File: src/rtl/sdCmdPkg.sv
package sdCmdPkg;

  typedef enum logic [1:0] {
    ST_IDLE,
    ST_ISSUE,
    ST_WAIT,
    ST_FINISH
  } ctlState_t;

  typedef struct packed {
    logic load;
    logic advance;
    logic capture;
    logic expire;
  } ctlStrobe_t;

  localparam logic [7:0] FILL_BYTE    = 8'hFF;
  localparam logic [1:0] CMD_PREFIX   = 2'b01;
  localparam logic [7:0] CRC_RESET    = 8'h95;
  localparam logic [7:0] CRC_IFCOND   = 8'h87;
  localparam logic [5:0] IDX_RESET    = 6'd0;
  localparam logic [5:0] IDX_IFCOND   = 6'd8;

endpackage

File: src/rtl/sdCmdDatapath.sv
module sdCmdDatapath
  import sdCmdPkg::*;
#(
  parameter int IDLE_BYTES = 1,
  parameter int POLL_LIMIT = 10,
  parameter int ARG_BYTES  = 4
) (
  input  logic                   clk,
  input  logic                   rstN,
  input  ctlStrobe_t             stb,
  input  logic [5:0]             cmdIndex,
  input  logic [8*ARG_BYTES-1:0] cmdArg,
  input  logic [7:0]             spiRxByte,
  output logic [7:0]             txByte,
  output logic                   inPoll,
  output logic                   pollLast,
  output logic                   respOk,
  output logic [7:0]             respByte,
  output logic                   timedOut
);

  localparam int FRAME_LEN = IDLE_BYTES + 2 + ARG_BYTES;
  localparam int SEQ_W     = $clog2(FRAME_LEN);
  localparam int POLL_W    = $clog2(POLL_LIMIT + 1);
  localparam int ARG_W     = 8 * ARG_BYTES;

  logic [5:0]       cmdReg;
  logic [ARG_W-1:0] argReg;
  logic [SEQ_W-1:0] seqIdx;
  logic [POLL_W-1:0] pollCnt;
  logic             pollPhase;
  logic [7:0]       respReg;
  logic             toReg;
  logic [7:0]       argBytes [ARG_BYTES];
  logic [7:0]       crcByte;

  // Split the argument into bytes, index 0 being the most significant.
  for (genvar j = 0; j < ARG_BYTES; j++) begin : gArgSplit
    assign argBytes[j] = argReg[8*(ARG_BYTES-1-j) +: 8];
  end

  always_comb begin
    if (cmdReg == IDX_RESET)       crcByte = CRC_RESET;
    else if (cmdReg == IDX_IFCOND) crcByte = CRC_IFCOND;
    else                           crcByte = FILL_BYTE;
  end

  always_comb begin
    txByte = FILL_BYTE;
    if (!pollPhase) begin
      if (seqIdx == SEQ_W'(IDLE_BYTES)) begin
        txByte = {CMD_PREFIX, cmdReg};
      end else if (seqIdx == SEQ_W'(FRAME_LEN - 1)) begin
        txByte = crcByte;
      end else begin
        for (int j = 0; j < ARG_BYTES; j++) begin
          if (seqIdx == SEQ_W'(IDLE_BYTES + 1 + j)) txByte = argBytes[j];
        end
      end
    end
  end

  always_ff @(posedge clk or negedge rstN) begin
    if (!rstN) begin
      cmdReg    <= '0;
      argReg    <= '0;
      seqIdx    <= '0;
      pollCnt   <= '0;
      pollPhase <= 1'b0;
      respReg   <= FILL_BYTE;
      toReg     <= 1'b0;
    end else begin
      if (stb.load) begin
        cmdReg    <= cmdIndex;
        argReg    <= cmdArg;
        seqIdx    <= '0;
        pollCnt   <= '0;
        pollPhase <= 1'b0;
        respReg   <= FILL_BYTE;
        toReg     <= 1'b0;
      end
      if (stb.advance) begin
        if (!pollPhase) begin
          if (seqIdx == SEQ_W'(FRAME_LEN - 1)) pollPhase <= 1'b1;
          else                                 seqIdx <= seqIdx + 1'b1;
        end else begin
          pollCnt <= pollCnt + 1'b1;
        end
      end
      if (stb.capture) begin
        respReg <= spiRxByte;
        toReg   <= 1'b0;
      end
      if (stb.expire) begin
        respReg <= FILL_BYTE;
        toReg   <= 1'b1;
      end
    end
  end

  assign inPoll   = pollPhase;
  assign pollLast = pollPhase && (pollCnt == POLL_W'(POLL_LIMIT - 1));
  assign respOk   = !spiRxByte[7];
  assign respByte = respReg;
  assign timedOut = toReg;

endmodule

File: src/rtl/sdCmdControl.sv
module sdCmdControl
  import sdCmdPkg::*;
(
  input  logic       clk,
  input  logic       rstN,
  input  logic       startReq,
  input  logic       spiDone,
  input  logic       inPoll,
  input  logic       pollLast,
  input  logic       respOk,
  output ctlStrobe_t stb,
  output logic       spiStart,
  output logic       busy,
  output logic       done
);

  ctlState_t state, stateNext;

  always_comb begin
    stateNext = state;
    stb       = '0;
    unique case (state)
      ST_IDLE: begin
        if (startReq) begin
          stb.load  = 1'b1;
          stateNext = ST_ISSUE;
        end
      end
      ST_ISSUE: stateNext = ST_WAIT;
      ST_WAIT: begin
        if (spiDone) begin
          if (inPoll && respOk) begin
            stb.capture = 1'b1;
            stateNext   = ST_FINISH;
          end else if (pollLast) begin
            stb.expire = 1'b1;
            stateNext  = ST_FINISH;
          end else begin
            stb.advance = 1'b1;
            stateNext   = ST_ISSUE;
          end
        end
      end
      ST_FINISH: stateNext = ST_IDLE;
      default:   stateNext = ST_IDLE;
    endcase
  end

  always_ff @(posedge clk or negedge rstN) begin
    if (!rstN) state <= ST_IDLE;
    else       state <= stateNext;
  end

  assign spiStart = (state == ST_ISSUE);
  assign busy     = (state != ST_IDLE);
  assign done     = (state == ST_FINISH);

endmodule

File: src/rtl/sdCmdEngine.sv
module sdCmdEngine
  import sdCmdPkg::*;
#(
  parameter int IDLE_BYTES = 1,
  parameter int POLL_LIMIT = 10,
  parameter int ARG_BYTES  = 4
) (
  input  logic                   clk,
  input  logic                   rstN,
  input  logic                   startReq,
  input  logic [5:0]             cmdIndex,
  input  logic [8*ARG_BYTES-1:0] cmdArg,
  output logic                   busy,
  output logic                   done,
  output logic [7:0]             respByte,
  output logic                   timedOut,
  output logic                   spiStart,
  output logic [7:0]             spiTxByte,
  input  logic                   spiDone,
  input  logic [7:0]             spiRxByte
);

  ctlStrobe_t stb;
  logic       inPoll;
  logic       pollLast;
  logic       respOk;

  sdCmdControl uCtl (
    .clk      (clk),
    .rstN     (rstN),
    .startReq (startReq),
    .spiDone  (spiDone),
    .inPoll   (inPoll),
    .pollLast (pollLast),
    .respOk   (respOk),
    .stb      (stb),
    .spiStart (spiStart),
    .busy     (busy),
    .done     (done)
  );

  sdCmdDatapath #(
    .IDLE_BYTES (IDLE_BYTES),
    .POLL_LIMIT (POLL_LIMIT),
    .ARG_BYTES  (ARG_BYTES)
  ) uDp (
    .clk       (clk),
    .rstN      (rstN),
    .stb       (stb),
    .cmdIndex  (cmdIndex),
    .cmdArg    (cmdArg),
    .spiRxByte (spiRxByte),
    .txByte    (spiTxByte),
    .inPoll    (inPoll),
    .pollLast  (pollLast),
    .respOk    (respOk),
    .respByte  (respByte),
    .timedOut  (timedOut)
  );

endmodule

File: config.mk
export PLATFORM = sky130hd
export DESIGN_NAME = sdCmdEngine
export DESIGN_NICKNAME = d
export VERILOG_FILES = /design/src/rtl/sdCmdPkg.sv /design/src/rtl/sdCmdDatapath.sv /design/src/rtl/sdCmdControl.sv /design/src/rtl/sdCmdEngine.sv
export SDC_FILE = /design/constraint.sdc
export NUM_CORES = 1
export LEC_CHECK = 0
export CAP_MARGIN = 0
export CORE_MARGIN = 2
export CORE_UTILIZATION = 40
export DETAILED_ROUTE_END_ITERATION = 7
export PLACE_DENSITY = 0.68
export SKIP_LAST_GASP = 1
export SYNTH_ARGS = -nofsm -noshare
export SYNTH_HDL_FRONTEND = slang
export SYNTH_SLANG_ARGS = --single-unit
File: constraint.sdc
create_clock -name clk -period 4.4 [get_ports clk]
set_input_delay 1.32 -clock clk [delete_from_list [all_inputs] [get_ports clk]]
set_output_delay 1.32 -clock clk [all_outputs]
set_load 0.05 [all_outputs]
* Word-level counts from Yosys, hierarchy flattened *
Cells that the tools add are included.

word-level totals
  register bits after elaboration = 57
  input bits = 50
  output and inout port bits = 20
  word-level logic and storage cells = 71

operators by class
  add/subtract/negate cells = 2
  eq/ne operators = 13
  mux-type cells = 40
  reduce and logical (&&, ||, !) cells = 8

operators by type and width
  kind                 count
  $mux 8               10
  $mux 3               6
  $mux 1               14
  $mux 7               2
  $mux 4               3
  $eq 3x3->1 const B   3
  $mux 2               4
  $pmux 2 s4           1
  $eq 3x2->1 const B   2
  $eq 6x4->1 const B   1
  $logic_not 6->1      1
  $add 4x1->4 const B  1
  $eq 2x2->1 const B   2
  $eq 4x4->1 const B   1
  $ne 2x2->1 const B   2
  $add 3x1->3 const B  1
  $eq 3x1->1 const B   1
  $reduce_bool 3->1    1
  $eq 2x1->1 const B   1
  $logic_and 1x1->1    2
  $logic_not 2->1      1
  $reduce_and 2->1     1
  $reduce_bool 2->1    1
  $logic_not 1->1      1

* Longest topological paths before layout *
Gate-level depths: netlist of the first run.

  depth in word-level cells = 8
  depth in mapped cells = 8
  mapped depth without buffers = 6

* By module *
From an unflattened synthesis of the first run, not the netlist that was laid out.

second synthesis, totals
  cell total of the unflattened synthesis = 252
  area total of the unflattened synthesis = 2783.9 µm²

by module, submodules not included
  module         instances  cells each  area an instance (µm²)  sequential area each (µm²)
  sdCmdDatapath  1          234         2637.5                  1386.3
  sdCmdControl   1          18          146.4                   50.0

* Least setup slack after synthesis of the first run *
OpenSTA, ideal clock, no wires.

  kind = register to output
  start point = register uDp.seqIdx[2]
  end point = output port spiTxByte[4]
  arrival = 2.400 ns
  required time = 3.080 ns
  setup slack = 0.680 ns
  stages on the path, launching flop included = 9
  buffers on the path = 2
  cell sequence = dfrtp_1 -> buf_6 -> inv_1 -> ha_1 -> or3b_1 -> buf_6 -> o221ai_1 -> o21a_1 -> o21ai_0

on the way
  longest elaborated chain between the ends = 8
  elaborated cells between the ends (all ways) = 13
  classes of those cells = eq/ne (6); mux (7)

ends and longest elaborated chain
  item                    RTL line             RTL
  start, declared         sdCmdDatapath.sv:29  logic [SEQ_W-1:0] seqIdx;
  start signal, assigned  sdCmdDatapath.sv:85  else seqIdx <= seqIdx + 1'b1;
  $eq 3x2->1              sdCmdDatapath.sv:57  if (seqIdx == SEQ_W'(IDLE_BYTES + 1 + j)) txByte = argBytes[j];
  $mux 8 (4 in series)    sdCmdDatapath.sv:57
  $mux 8                  sdCmdDatapath.sv:53  end else if (seqIdx == SEQ_W'(FRAME_LEN - 1)) begin
  $mux 8 (*)              sdCmdDatapath.sv:51  if (seqIdx == SEQ_W'(IDLE_BYTES)) begin
  $mux 8 (*)              sdCmdDatapath.sv:50  if (!pollPhase) begin
  end, declared           sdCmdEngine.sv:18    output logic [7:0] spiTxByte,

Mark *: on every way between the ends. The rest lies on a longest branch, timed or not.

* Worst setup path after layout of the first run *
  start point = register uDp.seqIdx[1]
  end point = output port spiTxByte[0]

The elaborated chain is that of the path after synthesis.

==> results.py, run 1 <==
metrics = {
    "clock_tree": {
        "clk_latency_ns": 0.34,
        "h-tree-depth": 3,
        "numClockSinks": 57,
        "cts_buffers": 9,
        "clockBufferDepth": 2,
        "cts_tree": "done",
        "path_clk_slew_ns": 0.06,
        "cts_hold_buf": 0,
        "cts_setup_buffers": 0,
        "cts_root_buf": "clkbuf_8",
        "cts_resized": 0,
    },
    "placed_design": {
        "dp_hpwl_um": 4630,
        "portBuffers": 69,
        "place_area_um2": 3530,
        "pre_cts_ws_ns": 0.458,
        "finalWeightedCongestion": 0.866,
    },
    "floorplanning": {
        "num_io_pins": 70,
        "die_area_um2": 7770,
        "die_w_um": 88.1,
        "die_h_um": 88.1,
        "row_count": 30,
        "start_util_pct": 41.4,
        "core_area_um2": 6830,
    },
    "yosys": {
        "synthXorXnorAreaFrac_pct": 0,
        "synth_warnings": 0,
        "synth_area_leader_cell": "dfrtp_1",
        "ys_ff_latch": 57,
        "synth_compound_area_share_pct": 14.4,
        "synth_common_cells": "nand2_1 (129), dfrtp_1 (49), o21ai_0 (16)",
        "ys_seq_area_share_pct": 50.7,
        "synth_area_um2": 2830,
        "yosysUniqueCellTypes": 39,
        "synth_edf_count": 0,
        "synthSimpleGateAreaFrac_pct": 25.2,
        "synth.most_common_cell": "nand2_1",
        "syn_avg_cell_area_um2": 8.77,
        "synthArstFlopShare_pct": 100,
        "synth_flop_cell": "dfrtp_1",
        "syn_inst": 323,
        "synthTopCellsByArea": "dfrtp_1 (43%), nand2_1 (17%), dfstp_2 (7.4%)",
        "syn-num-nets": 380,
        "yosysTopAreaCellShare_pct": 43.3,
        "synth_top_family_by_area": "simple AND/OR/NAND/NOR gates",
        "synthMuxAreaShare_pct": 0,
        "synthAdderAreaFrac_pct": 3.09,
    },
    "final_layout": {
        "diodes": 0,
        "final_layout_size_suffix_gt1_share_pct": 8.12,
        "num-nets-final": 447,
        "fill_cells": 667,
        "synthToLayoutAreaGrowth_pct": 30.5,
        "final_cell_area_um2": 3700,
    },
    "pwr": {
        "switchingPower_uw": 903,
        "switching_share_pct": 41.7,
        "p_comb_share_pct": 42.4,
        "power.density_nw_per_um2": 586,
        "pwr-share-seq_pct": 39.1,
        "clkPwrFrac_pct": 18.5,
        "internal_power_uw": 1260,
        "leakagePower_uw": 0.00168,
        "peakVddDrop_uv": 261,
    },
    "worst_setup_path": {
        "crit_arrival_ns": 2.90,
        "worst_setup_path_end_kind": "primary output",
        "critPathKind": "reg -> out",
        "cp-startpoint": "uDp.seqIdx[1]$_DFF_PN0_",
        "reg2reg_from": "uDp.pollCnt[0]$_DFF_PN0_",
        "startpoint_type": "flip-flop",
        "crit_fanout": 26,
        "cp.required_ns": 3.08,
    },
    "sta": {
        "hold_viol": 0,
        "max_freq_mhz": 237,
        "min_period_over_period_pct": 95.9,
        "post-route-min-period_ns": 4.22,
        "fin_worst_skew_ns": 0.00616,
        "relSlewSlack_pct": 25.7,
        "setup_violations": 0,
        "worstMarginPinSlew_ns": 1.11,
        "setup_slack_ns": 0.179,
        "finalSetupTns_ns": 0,
        "maxSlewViolCount": 0,
        "rsz0062_at_grt": "false",
    },
    "min_path": {
        "min_from": "uDp.argBytes[6]$_DFFE_PN0P_",
        "hold_class": "reg -> reg",
    },
    "grt": {
        "grt_pass1_vias": 2312,
        "grt_max_degree": 53,
        "grt_pass1_wl_um": 10700,
        "antenna_found_initial": 0,
        "overflow": 0,
        "grt_usage_pct": 18.0,
    },
    "route": {
        "vias_per_cell": 4.92,
        "finalWirelength_um": 6590,
        "first_iter_violations": 66,
        "drt-pass1-iter-count": 4,
        "vias": 2410,
        "drc": 0,
        "ant_nets": 0,
        "drt-wirelength-per-cell_um": 13.4,
    },
    "status": {
        "status": "completed",
    },
    "flow_run": {
        "maxCapViolCount": 0,
    },
}
logic make-up after synthesis:
kind of cell	after synthesis
AND/OR/NAND/NOR	168
buffers and inverters	30
AO/OA/AOI/OAI	61
flip-flops	57
adder cells (fa/ha/maj)	7
registers in the layout (all words and copies together) (netlist names):
name and count:
uDp.seqIdx 3, uDp.argBytes 32, uDp.inPoll 1, uDp.pollCnt 4, uCtl.state 2, uDp.timedOut 1, uDp.cmdReg 6, uDp.respByte 8
power groups by stage:
stage	Combinational, µW	Sequential, µW	Clock [µW]
4_1_cts	927	845	413
6_report	918	848	400
2_1_floorplan	699	796	0
5_1_grt	1020	867	437
3_5_place_dp	924	849	0
3_3_place_gp	901	851	0
stage by stage:
| step | instances | hold slack [ns] | total power (µW) | utilization [%] |
|---|---|---|---|---|
| 6_report | 490 | 0.477 | 2170 | 54.1 |
| 5_1_grt | 490 | 0.513 | 2320 | 54.1 |
| 4_1_cts | 490 | 0.478 | 2190 | 54.0 |
| 3_5_place_dp | 475 | 0.459 | 1770 | 51.7 |
| 3_3_place_gp | 475 | 0.464 | 1750 | 51.7 |
| 2_1_floorplan | 323 | 0.438 | 1500 | - |
layer usage:
metal | vias up | routed length (µm) | global-route usage [%]
li1 | 1215 | - | -
met1 | 1108 | 3270 | 25.1
met2 | 79 | 2790 | 26.0
met3 | 8 | 441 | 5.18
met4 | 0 | 81 | 8.26
met5 | - | 0 | 0
final cells by class:
class                   instances  area [µm²]  share of cell area [%]
flip-flops and latches         57        1440                    38.9
multi-input cells             236        1210                    32.7
repair buffers                 75         731                    19.8
clock buffers                  14         153                    4.13
well taps                      96         120                    3.25
inverters                      11        41.3                    1.12
clock inverters                 1        5.00                   0.135
layout by cell type, fill, tap and decap left out, types with 4 or more instances in the layout:
cell type        netlist  final
a31oi_1                6      6
ha_1                   7      7
nand2_1              129    129
o211ai_1               4      4
clkbuf_8               5     10
inv_1                 11     11
clkbuf_1              10      4
o21ai_0               16     16
nor2_1                 5      5
dfstp_2                8      8
clkdlybuf4s50_1        0     64
o221ai_1               5      5
dfrtp_1               49     49
o22a_1                 7      7
buf_4                  2      8
nand3_1               13     13
a21oi_1               10     10
worst paths after layout:
path	end	slack [ns]	depth (start not counted)
setup / recovery	spiTxByte[0]	0.18	6
hold / removal	uDp.argBytes[6]$_DFFE_PN0P_	0.48	2
setup reg to reg	uDp.pollCnt[3]$_DFF_PN0_	2.60	5
hold reg to reg	uDp.argBytes[6]$_DFFE_PN0P_	0.48	2
max in group asynchronous	uDp.respByte[6]$_DFFE_PN1P_	2.43	2
min in group asynchronous	uDp.argBytes[3]$_DFFE_PN0P_	1.20	1
worst max-delay path: stages (launching register included):
cell	delay, ns
dfrtp_1	0.38
inv_1	0.08
ha_1	0.47
o21ai_0	0.36
o221ai_1	0.19
a31oi_1	0.24
clkdlybuf4s50_1	0.84
No activity file was read; power rests on OpenSTA's default activity.
==> inputs of run 2 (changes only) <==
--- a/config.mk
+++ b/config.mk
@@ -9,7 +9,7 @@
 export CORE_MARGIN = 2
 export CORE_UTILIZATION = 40
 export DETAILED_ROUTE_END_ITERATION = 7
-export PLACE_DENSITY = 0.68
+export PLACE_DENSITY = 0.71
 export SKIP_LAST_GASP = 1
 export SYNTH_ARGS = -nofsm -noshare
 export SYNTH_HDL_FRONTEND = slang
==> constraint.sdc (replaced) <==
create_clock -name clk -period 3.4 [get_ports clk]
set_input_delay 1.02 -clock clk [delete_from_list [all_inputs] [get_ports clk]]
set_output_delay 1.02 -clock clk [all_outputs]
set_load 0.05 [all_outputs]
==> run 2 against run 1 <==
Net effect:
- via count is 3.2% higher
- critical endpoint is now spiTxByte[6]
- clock power is 53% higher
- final cell count is 0.82% higher
- largest cell class unchanged
- routed wire length is 6.0% higher
- global-route usage is 0.50 points higher
- highest routed layer unchanged
==> results.py, run 2 (synthesized netlist as in run 1, its figures left out) <==
metrics = {
    "route": {
        "drt-met1-wl_um": 3210,
        "drc": 0,
        "dr.max_layer_used": "met4",
        "vias_per_cell": 5.04,
        "wl_met3_um": 445,
        "first_iter_violations": 155,
        "ant_nets": 0,
        "vias": 2488,
        "drt-pass1-iter-count": 5,
        "route.met2.wl_um": 3140,
        "finalWirelength_um": 6980,
        "drt-wirelength-per-cell_um": 14.1,
    },
    "floorplanning": {
        "core_area_um2": 6830,
        "die_area_um2": 7770,
        "die_h_um": 88.1,
        "row_count": 30,
        "num_io_pins": 70,
        "die_w_um": 88.1,
        "start_util_pct": 41.4,
    },
    "clock_tree": {
        "clockBufferDepth": 2,
        "cts_buffers": 9,
        "numClockSinks": 57,
        "cts_root_buf": "clkbuf_8",
        "cts_hold_buf": 0,
        "clk_latency_ns": 0.34,
        "cts_tree": "done",
        "path_clk_slew_ns": 0.06,
        "h-tree-depth": 3,
    },
    "worst_setup_path": {
        "reg2reg_to": "uDp.seqIdx[2]$_DFF_PN0_",
        "reg2reg_slack_ns": 1.52,
        "crit_fanout": 7,
        "cpPeakStageDelay_ns": 0.45,
        "worst_setup_path_end_kind": "primary output",
        "crit_family": "compound AO/OA/AOI/OAI gates",
        "crit_arrival_ns": 2.30,
        "cp.required_ns": 2.38,
        "cp_num_buf_inv": 1,
        "critPathMostFrequentCell": "ha_2",
        "cpMaxStageDelayCell": "or3b_4",
        "worstRegToRegCells": 8,
        "startpoint_type": "flip-flop",
        "path_cells": "ha_2 -> ha_2 -> or3b_4 -> o221a_1 -> a311oi_1 -> o21ai_1 -> buf_6",
        "reg2reg_from": "uDp.seqIdx[0]$_DFF_PN0_",
        "critPathKind": "reg -> out",
    },
    "sta": {
        "finalSetupTns_ns": 0,
        "max_freq_mhz": 301,
        "maxSlewViolCount": 0,
        "fin_worst_skew_ns": 0.0111,
        "fin_hold_ws_ns": 0.476,
        "min_period_over_period_pct": 97.6,
        "post-route-min-period_ns": 3.32,
        "worstMarginPinSlew_ns": 0.705,
        "hold_viol": 0,
        "relSlewSlack_pct": 53.0,
        "setup_violations": 0,
        "rsz0062_at_grt": "true",
    },
    "pwr": {
        "pwr-share-seq_pct": 36.9,
        "switching_share_pct": 41.1,
        "p_comb_share_pct": 42.6,
        "power.density_nw_per_um2": 787,
        "switchingPower_uw": 1220,
        "internal_power_uw": 1750,
        "fin_total_pwr_uw": 2980,
        "clkPwrFrac_pct": 20.5,
        "peakVddDrop_uv": 337,
        "leakagePower_uw": 0.00172,
    },
    "grt": {
        "grt_usage_pct": 18.5,
        "overflow": 0,
        "grt_pass1_wl_um": 11000,
        "grt_max_degree": 58,
        "antenna_found_initial": 0,
        "grt_pass1_vias": 2333,
    },
    "final_layout": {
        "synthToLayoutAreaGrowth_pct": 33.5,
        "fin_util_pct": 55.3,
        "most-common-layout-cells": "nand2_1 (129), clkdlybuf4s50_1 (60), dfrtp_1 (49)",
        "num-nets-final": 450,
        "final_cell_area_um2": 3780,
        "final_layout_size_suffix_gt1_share_pct": 13.3,
        "final_common_cell": "nand2_1",
        "largest_reg_flops": 32,
        "diodes": 0,
    },
    "min_path": {
        "hold_class": "reg -> reg",
        "min_from": "uDp.argBytes[9]$_DFFE_PN0P_",
        "whs_path_depth": 2,
        "hold_path_end": "uDp.argBytes[9]$_DFFE_PN0P_",
    },
    "placed_design": {
        "place_area_um2": 3520,
        "finalWeightedCongestion": 0.882,
        "portBuffers": 69,
        "dp_hpwl_um": 4650,
    },
    "status": {
        "status": "completed",
    },
    "flow_run": {
        "maxCapViolCount": 0,
    },
}
==> run 2: cell count changes in the layout (fill, tap and decap cells not counted), moves of 4 or more <==
cell             delta
ha_1                -5
clkdlybuf4s50_1     -4
buf_4               +7
ha_2                +5
==> run 2: worst max path at each step <==
| stage | start | endpoint | slack (ns) | cells after the start |
|---|---|---|---|---|
| floorplan | uDp.seqIdx[2]$_DFF_PN0_ | spiTxByte[3] | 0.20 | 8 |
| global placement | uDp.seqIdx[0]$_DFF_PN0_ | spiTxByte[6] | 0.25 | 7 |
| detailed placement | uDp.seqIdx[0]$_DFF_PN0_ | spiTxByte[6] | 0.22 | 7 |
| CTS | uDp.seqIdx[0]$_DFF_PN0_ | spiTxByte[6] | -0.005 | 7 |
| global route | uDp.seqIdx[0]$_DFF_PN0_ | spiTxByte[5] | -0.01 | 7 |
| finish | uDp.seqIdx[0]$_DFF_PN0_ | spiTxByte[6] | 0.08 | 7 |
==> run 2: per-layer routing <==
metal | vias to the layer above | global-route usage (%)
met5 | - | 0
met4 | 0 | 8.54
met3 | 19 | 5.56
met2 | 87 | 27.3
met1 | 1157 | 25.2
li1 | 1225 | -
==> run 2: power groups by stage <==
| stage | Clock [µW] | Sequential [µW] | Combinational, µW |
|---|---|---|---|
| global route | 660 | 1120 | 1400 |
| finish | 611 | 1100 | 1270 |
| global placement | 0 | 1090 | 1190 |
| CTS | 630 | 1090 | 1240 |
| floorplan | 0 | 1030 | 906 |
| detailed placement | 0 | 1100 | 1220 |
==> run 2: final cells by class <==
cell class,instances,area [µm²]
clock buffers,13,149
clock inverters,3,40.0
fillers,662,3050
inverters,11,41.3
multi-input cells,236,1240
flip-flops and latches,57,1440
well taps,96,120
repair buffers,78,749
==> run 2: stage by stage <==
stage	setup WS, ns	std cells
global placement	0.251	474
CTS	-0.00526	491
global route	-0.00981	494
detailed placement	0.220	474
floorplan	0.203	323
finish	0.0801	494
==> run 2: what timing repair did <==
item / CTS / global route
endpoints found under the setup margin: 4 / 4
gates cloned: 0 / 0
pin swaps: 1 / 4
resized for setup: 4 / 7
buffers inserted: 1 / 3
==> run 2: worst register-to-register path: cells and delay by family (launching register included) <==
| family | cells | cell delay (ns) |
|---|---|---|
| AOI/OAI and AO/OA | 2 | 0.48 |
| DFF | 1 | 0.38 |
| and+or+nand+nor | 2 | 0.37 |
| buffers and inverters | 3 | 0.36 |
| adders and majority gates | 1 | 0.17 |
